$ cat config.mk
export PLATFORM = sky130hd
export DESIGN_NAME = gpio_edge_irq
export DESIGN_NICKNAME = d
export VERILOG_FILES = /design/src/rtl/gpio_edge_pkg.sv /design/src/rtl/gpio_sync2.sv /design/src/rtl/gpio_edge_bank.sv /design/src/rtl/gpio_irq_combine.sv /design/src/rtl/gpio_edge_irq.sv
export SDC_FILE = /design/constraint.sdc
export NUM_CORES = 1
export LEC_CHECK = 0
export ABC_AREA = 1
export BUFFER_PORTS_ARGS = -buffer_cell sky130_fd_sc_hd__buf_4
export CAP_MARGIN = 5
export CORE_AREA = 3 3 302 304
export CTS_CLUSTER_SIZE = 14
export DETAILED_ROUTE_END_ITERATION = 16
export DIE_AREA = 0 0 305 307
export PLACE_DENSITY_LB_ADDON = 0.25
export SYNTH_ARGS = -nofsm -noshare
export SYNTH_HDL_FRONTEND = slang
export SYNTH_HIERARCHICAL = 1
export SYNTH_SLANG_ARGS = --single-unit
$ cat constraint.sdc
create_clock -name clk -period 2.3 [get_ports clk]
set_input_delay 0.115 -clock clk [delete_from_list [all_inputs] [get_ports clk]]
set_output_delay 0.115 -clock clk [all_outputs]
set_load 0.01 [all_outputs]
$ cat src/rtl/gpio_edge_pkg.sv
// Shared constants and the fixed wake-capable pin map.
// Assumes banks of at most 32 pins; banks beyond the fourth have no wake pins.
package gpio_edge_pkg;

    localparam int MAX_BANK_W = 32;

    // Wake-capable pin mask for a given bank index
    function automatic logic [MAX_BANK_W-1:0] wake_mask(input int bank);
        case (bank)
            0:       return 32'h8003_FE1B;
            1:       return 32'h0020_01FC;
            2:       return 32'hEC08_0000;
            3:       return 32'h0012_007F;
            default: return '0;
        endcase
    endfunction

endpackage

$ cat src/rtl/gpio_sync2.sv
// Two-flop synchronizer for a vector of asynchronous inputs.
// Assumes each bit is independent; there is no multi-bit coherence.
module gpio_sync2 #(
    parameter int W = 32
) (
    input  logic         clk,
    input  logic         rst_n,
    input  logic [W-1:0] d_async,
    output logic [W-1:0] q_sync
);
    logic [W-1:0] meta_q;

    // Two-stage capture of the raw inputs
    always_ff @(posedge clk) begin
        if (!rst_n) begin
            meta_q <= '0;
            q_sync <= '0;
        end else begin
            meta_q <= d_async;
            q_sync <= meta_q;
        end
    end
endmodule

$ cat src/rtl/gpio_edge_bank.sv
// Edge detection and sticky status for one bank of pins.
// Assumes lvl is already synchronized. An edge sets status in the cycle after
// the comparator sees it; a set beats a same-cycle clear.
module gpio_edge_bank #(
    parameter int          BANK_W    = 32,
    parameter logic [31:0] WAKE_MASK = '0
) (
    input  logic              clk,
    input  logic              rst_n,
    input  logic [BANK_W-1:0] lvl,
    input  logic [BANK_W-1:0] dir_out,
    input  logic [BANK_W-1:0] rise_en,
    input  logic [BANK_W-1:0] fall_en,
    input  logic [BANK_W-1:0] clr_req,
    output logic [BANK_W-1:0] status,
    output logic [BANK_W-1:0] set_vec,
    output logic              wake_hit
);
    logic [BANK_W-1:0] prev_q;
    logic [BANK_W-1:0] changed;
    logic [BANK_W-1:0] is_in;

    // Transition classification against the previous level
    always_comb begin
        changed  = lvl ^ prev_q;
        is_in    = ~dir_out;
        set_vec  = is_in & ((rise_en & lvl & ~prev_q) | (fall_en & ~lvl & prev_q));
        wake_hit = |(changed & is_in & WAKE_MASK[BANK_W-1:0]);
    end

    // Previous level tracks every change; status is sticky with set priority
    always_ff @(posedge clk) begin
        if (!rst_n) begin
            prev_q <= '0;
            status <= '0;
        end else begin
            prev_q <= lvl;
            status <= (status & ~clr_req) | set_vec;
        end
    end
endmodule

$ cat src/rtl/gpio_irq_combine.sv
// Registered interrupt outputs: two dedicated pins plus an OR of the rest.
// Assumes NPINS >= 3.
module gpio_irq_combine #(
    parameter int NPINS = 128
) (
    input  logic             clk,
    input  logic             rst_n,
    input  logic [NPINS-1:0] status,
    output logic             irq_pin0,
    output logic             irq_pin1,
    output logic             irq_rest
);
    // One register stage on every interrupt line
    always_ff @(posedge clk) begin
        if (!rst_n) begin
            irq_pin0 <= 1'b0;
            irq_pin1 <= 1'b0;
            irq_rest <= 1'b0;
        end else begin
            irq_pin0 <= status[0];
            irq_pin1 <= status[1];
            irq_rest <= |status[NPINS-1:2];
        end
    end
endmodule

$ cat src/rtl/gpio_edge_irq.sv
// Top of the edge-detect interrupt and wake unit.
// Assumes configuration vectors and clear strobes come from an external decoder,
// and core_halted is synchronous to clk.
module gpio_edge_irq #(
    parameter int NUM_BANKS = 4,
    parameter int BANK_W    = 32,
    localparam int NPINS    = NUM_BANKS * BANK_W
) (
    input  logic             clk,
    input  logic             rst_n,
    input  logic [NPINS-1:0] pin_async,
    input  logic [NPINS-1:0] dir_out,
    input  logic [NPINS-1:0] rise_en,
    input  logic [NPINS-1:0] fall_en,
    input  logic [NPINS-1:0] clr_req,
    input  logic             core_halted,
    output logic [NPINS-1:0] status,
    output logic             irq_pin0,
    output logic             irq_pin1,
    output logic             irq_rest,
    output logic             wake_pulse
);
    logic [NPINS-1:0]     lvl_sync;
    logic [NPINS-1:0]     set_vec;
    logic [NUM_BANKS-1:0] wake_hit;

    gpio_sync2 #(.W(NPINS)) u_sync (
        .clk     (clk),
        .rst_n   (rst_n),
        .d_async (pin_async),
        .q_sync  (lvl_sync)
    );

    for (genvar b = 0; b < NUM_BANKS; b++) begin : g_bank
        localparam int LO = b * BANK_W;
        gpio_edge_bank #(
            .BANK_W    (BANK_W),
            .WAKE_MASK (gpio_edge_pkg::wake_mask(b))
        ) u_bank (
            .clk      (clk),
            .rst_n    (rst_n),
            .lvl      (lvl_sync[LO +: BANK_W]),
            .dir_out  (dir_out[LO +: BANK_W]),
            .rise_en  (rise_en[LO +: BANK_W]),
            .fall_en  (fall_en[LO +: BANK_W]),
            .clr_req  (clr_req[LO +: BANK_W]),
            .status   (status[LO +: BANK_W]),
            .set_vec  (set_vec[LO +: BANK_W]),
            .wake_hit (wake_hit[b])
        );
    end

    gpio_irq_combine #(.NPINS(NPINS)) u_irq (
        .clk      (clk),
        .rst_n    (rst_n),
        .status   (status),
        .irq_pin0 (irq_pin0),
        .irq_pin1 (irq_pin1),
        .irq_rest (irq_rest)
    );

    // Wake request registered from any bank hit while halted
    always_ff @(posedge clk) begin
        if (!rst_n) wake_pulse <= 1'b0;
        else        wake_pulse <= core_halted & (|wake_hit);
    end
endmodule

# --- After elaboration in Yosys (flattened, before gate mapping) ---
# Index checks and enable logic that the tools add are counted.
totals:
  latch_bits: 0
  ramBits: 0
  input_bits: 643
  elab_cells: 73
  reg_bits: 516
  mem_count: 0
  romBits: 0
op_classes:
  mux: 0
  n_div: 0
  magnitude_cmp: 0
  add_sub_neg: 0
  shift: 0
  eq_ne: 0
  mul: 0
  n_bitwise: 57
  reduce_logical: 2
ops:
  columns: ["op", "count"]
  rows:
  - ["$and A32 B32 Y32", 26]
  - ["$not A32 Y32", 16]
  - ["$or A32 B32 Y32", 8]
  - ["$reduce_or A126 Y1", 1]
  - ["$xor A32 B32 Y32", 2]
  - ["$reduce_or A37 Y1", 1]
  - ["$and A22 B22 Y22", 1]
  - ["$xor A22 B22 Y22", 1]
  - ["$and A21 B21 Y21", 1]
  - ["$xor A21 B21 Y21", 1]
  - ["$and A1 B1 Y1", 1]

# --- Longest topological paths before layout ---
depth:
  word_depth: 6
  depth_mapped: 10
  mapped_depth_nobuf: 10

# --- By module ---
# Netlist, hierarchy kept.
by_module_without_submodules:
  columns: ["mod", "instances", "area_each_um2", "cells_each"]
  rows:
  - ["gpio_sync2", 1, 7236.9, 796]
  - ["gpio_edge_bank (g_bank[0].u_bank)", 1, 3342.0, 525]
  - ["gpio_edge_bank (g_bank[2].u_bank)", 1, 3323.2, 541]
  - ["gpio_edge_bank (g_bank[1].u_bank)", 1, 3318.2, 524]
  - ["gpio_edge_bank (g_bank[3].u_bank)", 1, 3191.8, 460]
  - ["gpio_irq_combine", 1, 554.3, 134]
  - ["gpio_edge_irq", 1, 36.3, 5]

# --- Worst setup path before layout ---
# No wires, ideal clock.
synth_path:
  path_type: "register to register"
  start: "register g_bank[0].u_bank.status[3]"
  end: "register u_irq.irq_rest"
  setup_slack_ps: 1238
  setup_time_ps: 111
  arrival_time_ps: 951
  path_stages_with_launch: 8
  required_ps: 2189
  path_cell_list: "dfxtp_1 or2_1 nor2_1 nand2_1 nor2_1 nand2_1 nor2_1 nor2_1"
synth_via:
  elab_chain_cells: 1
synth_lines:
  columns: ["item", "line", "rtl"]
  rows:
  - ["start, declared", "gpio_edge_bank.sv:15", "output logic [BANK_W-1:0] status,"]
  - ["start signal, assigned", "gpio_edge_bank.sv:38", "status <= (status & ~clr_req) | set_vec;"]
  - ["$reduce_or A126 Y1", "gpio_irq_combine.sv:22", "irq_rest <= |status[NPINS-1:2];"]
  - ["end signal, assigned", "gpio_irq_combine.sv:22", null]
  - ["end, declared", "gpio_irq_combine.sv:11", "output logic irq_rest"]
# No other way between the ends.
# A chain may end at the register's enable or synchronous reset.

# --- Worst setup path in the final report ---
layout_path:
  start: "register u_sync.q_sync[1]"
  end: "register g_bank[0].u_bank.status[1]"
layout_via:
  elab_chain_cells: 6
  word_cells_on_any_way: 8
  classes_between: "bitwise (8)"
layout_lines:
  columns: ["item", "line", "rtl"]
  rows:
  - ["start, declared", "gpio_sync2.sv:9", "output logic [W-1:0] q_sync"]
  - ["start signal, assigned", "gpio_sync2.sv:20", "q_sync <= meta_q;"]
  - ["$not A32 Y32", "gpio_edge_bank.sv:27", "set_vec = is_in & ((rise_en & lvl & ~prev_q) | (fall_en & ~lvl & prev_q));"]
  - ["$and A32 B32 Y32 (2 in a row)", "gpio_edge_bank.sv:27", null]
  - ["$or A32 B32 Y32 *", "gpio_edge_bank.sv:27", null]
  - ["$and A32 B32 Y32 *", "gpio_edge_bank.sv:27", null]
  - ["$or A32 B32 Y32 *", "gpio_edge_bank.sv:38", null]
# Every way passes the cells marked *; elsewhere a longest branch is shown, timed or not.

==> metrics.cfg <==
[timing]
finalHoldViolCount=0
post-route-period-util=0.871
maxSlewHeadroom=0.266
final_max_slew_viol_count=0
rsz0062_at_grt=no
max_freq_mhz=499
setup_viol=0
finClkSkew_ns=0.0184
period_needed_ns=2.00
worst_pin_slew_ns=1.10
finalSetupTns_ns=0

[die]
fp-row-count=109
core_area_um2=88500
io_pins=775
die_y_um=307
fp.dieArea_um2=93600
initial_core_util=0.232
die_width_um=305

[synthesis]
syn_inst=2857
syn_area_um2=20500
avgSynthCellArea_um2=7.18
yosysWarnings=6
synth_nets=3500

[routing]
drt_iter0_markers=737
drc=0
met3_wirelength_um=5010
via_per_inst=3.81
num_vias=20200
ant_nets=0
maxUsedRoutingLayer=met5
wl_um=76000
drt-met1-wl_um=30500
firstDrtPassIters=5
wl_per_cell_um=14.4
wl_met2_um=37400

[run]
max_cap_viol_count=0

[setup_path]
ff2ff_path_depth=6
cp_data_arrival_time_ns=2.51
start_kind=flip-flop
cp-end-kind=flip-flop
rr_startpoint=u_sync/q_sync[1]
criticalPathCategory=flip-flop to flip-flop
cp.required_ns=2.81
crit_path_start=u_sync/q_sync[1]
path_max_fanout=3
r2r_slack_ns=0.30
endpoint=g_bank[0].u_bank/status[1]
r2r_end=g_bank[0].u_bank/status[1]

[clock_tree]
cts_tree=yes
clock_sinks=516
cts_hold_buf=434
post_cts.repair.setup_buffers=0
clk_latency_ns=0.61
cts_max_path_buffers=3
clkTransAtPathRegs_ns=0.06
cts-root-buf=clkbuf_16
htree_num_levels=2
cts_resized=0
numCtsBuffers=60

[placed_design]
placedCellCount=4746
gp_congestion=0.858
dp_hpwl_um=58400
port_buffers=774

[power_and_ir_drop]
powerDensity_nw_per_um2=647
leakagePower_nw=18.9
max-vdd-ir-drop_uv=550

[hold_path]
hp-class=input port to flip-flop

[grt]
grt_overflow=0
grt_util_all_layers=0.156
grt_max_degree=107
grt_pass1_wl_um=113000
first_global_vias=20500
antenna_found_initial=14

[cells_and_area]
final_nets=4720
drive_above_1_share=0.248
area_growth_pct=64.8
fin_cells=5294

[outcome]
status=finished, final reports clean

-- how the worst min path moves through the flow --
stage                     depth (start not counted)           endpoint  slack [ns]     startpoint
after global placement                            3   u_sync/meta_q[8]        0.30   pin_async[8]
final                                             7         wake_pulse        0.05    dir_out[94]
after global routing                              7         wake_pulse        0.11    dir_out[94]
after CTS                                         7         wake_pulse       0.004    dir_out[94]
after detailed placement                          3  u_sync/meta_q[25]        0.30  pin_async[25]
after floorplan                                   2     u_irq/irq_pin1        0.21          rst_n
-- stage by stage --
step           utilization  hold slack (ns)  setup WS (ns)  area [µm²]  power (mW)
2_1_floorplan            -            0.208           1.24       20500        10.5
3_3_place_gp         0.310            0.296          0.433       27400        11.8
3_5_place_dp         0.310            0.299          0.442       27400        11.8
4_1_cts              0.382          0.00412          0.295       33800        22.3
5_1_grt              0.382            0.107          0.207       33800        22.9
6_report             0.382           0.0484          0.297       33800        21.9
-- critical path, cell delays in order, from the launching register on --
cell and delay (ns):
dfxtp_1 0.39, inv_2 0.06, a22o_1 0.20, nand2_1 0.05
dlygate4sd3_1 0.56, a21oi_2 0.05, dlygate4sd3_1 0.59
-- flip-flops by register name (all words and copies together) (netlist names) --
register and flops:
g_bank.u_bank/prev_q 128, g_bank.u_bank/status 128, u_sync/meta_q 128, u_sync/q_sync 128, u_irq/irq_pin0 1, u_irq/irq_pin1 1
u_irq/irq_rest 1, wake_pulse 1
-- cell type report --
class,count,area (µm²)
fillers,9263,54700
flip-flops and latches,516,10300
repair buffers,1214,10200
multi-input cells,1478,6720
inverters,807,3040
clock buffers,85,1740
well taps,1165,1460
clock inverters,21,288
diodes,8,20.0
-- routing by layer --
metal	GRT usage	up-vias
li1	-	10600
met1	0.175	8867
met2	0.278	504
met3	0.0442	163
met4	0.0634	10
met5	0	-
-- cell usage in the layout (no fill, tap or decap), drive strengths merged, types with 6 or more instances in the layout --
master / instances
nand3: 48
buf: 780
a21oi: 184
bufinv: 6
clkinv: 11
o21ai: 25
a22o: 14
clkbuf: 85
inv: 810
nand2: 1029
a21o: 23
dlygate4sd3: 434
nand3b: 60
dfxtp: 516
nor2: 94
diode: 8
-- report_power, final --
part	leakage [nW]	switching [mW]	internal (mW)	total, mW
registers	4.23	0.187	9.28	9.47
clock network	0.998	3.87	5.89	9.76
logic	13.7	1.10	1.55	2.65
Power figures use the tool's default switching activity.
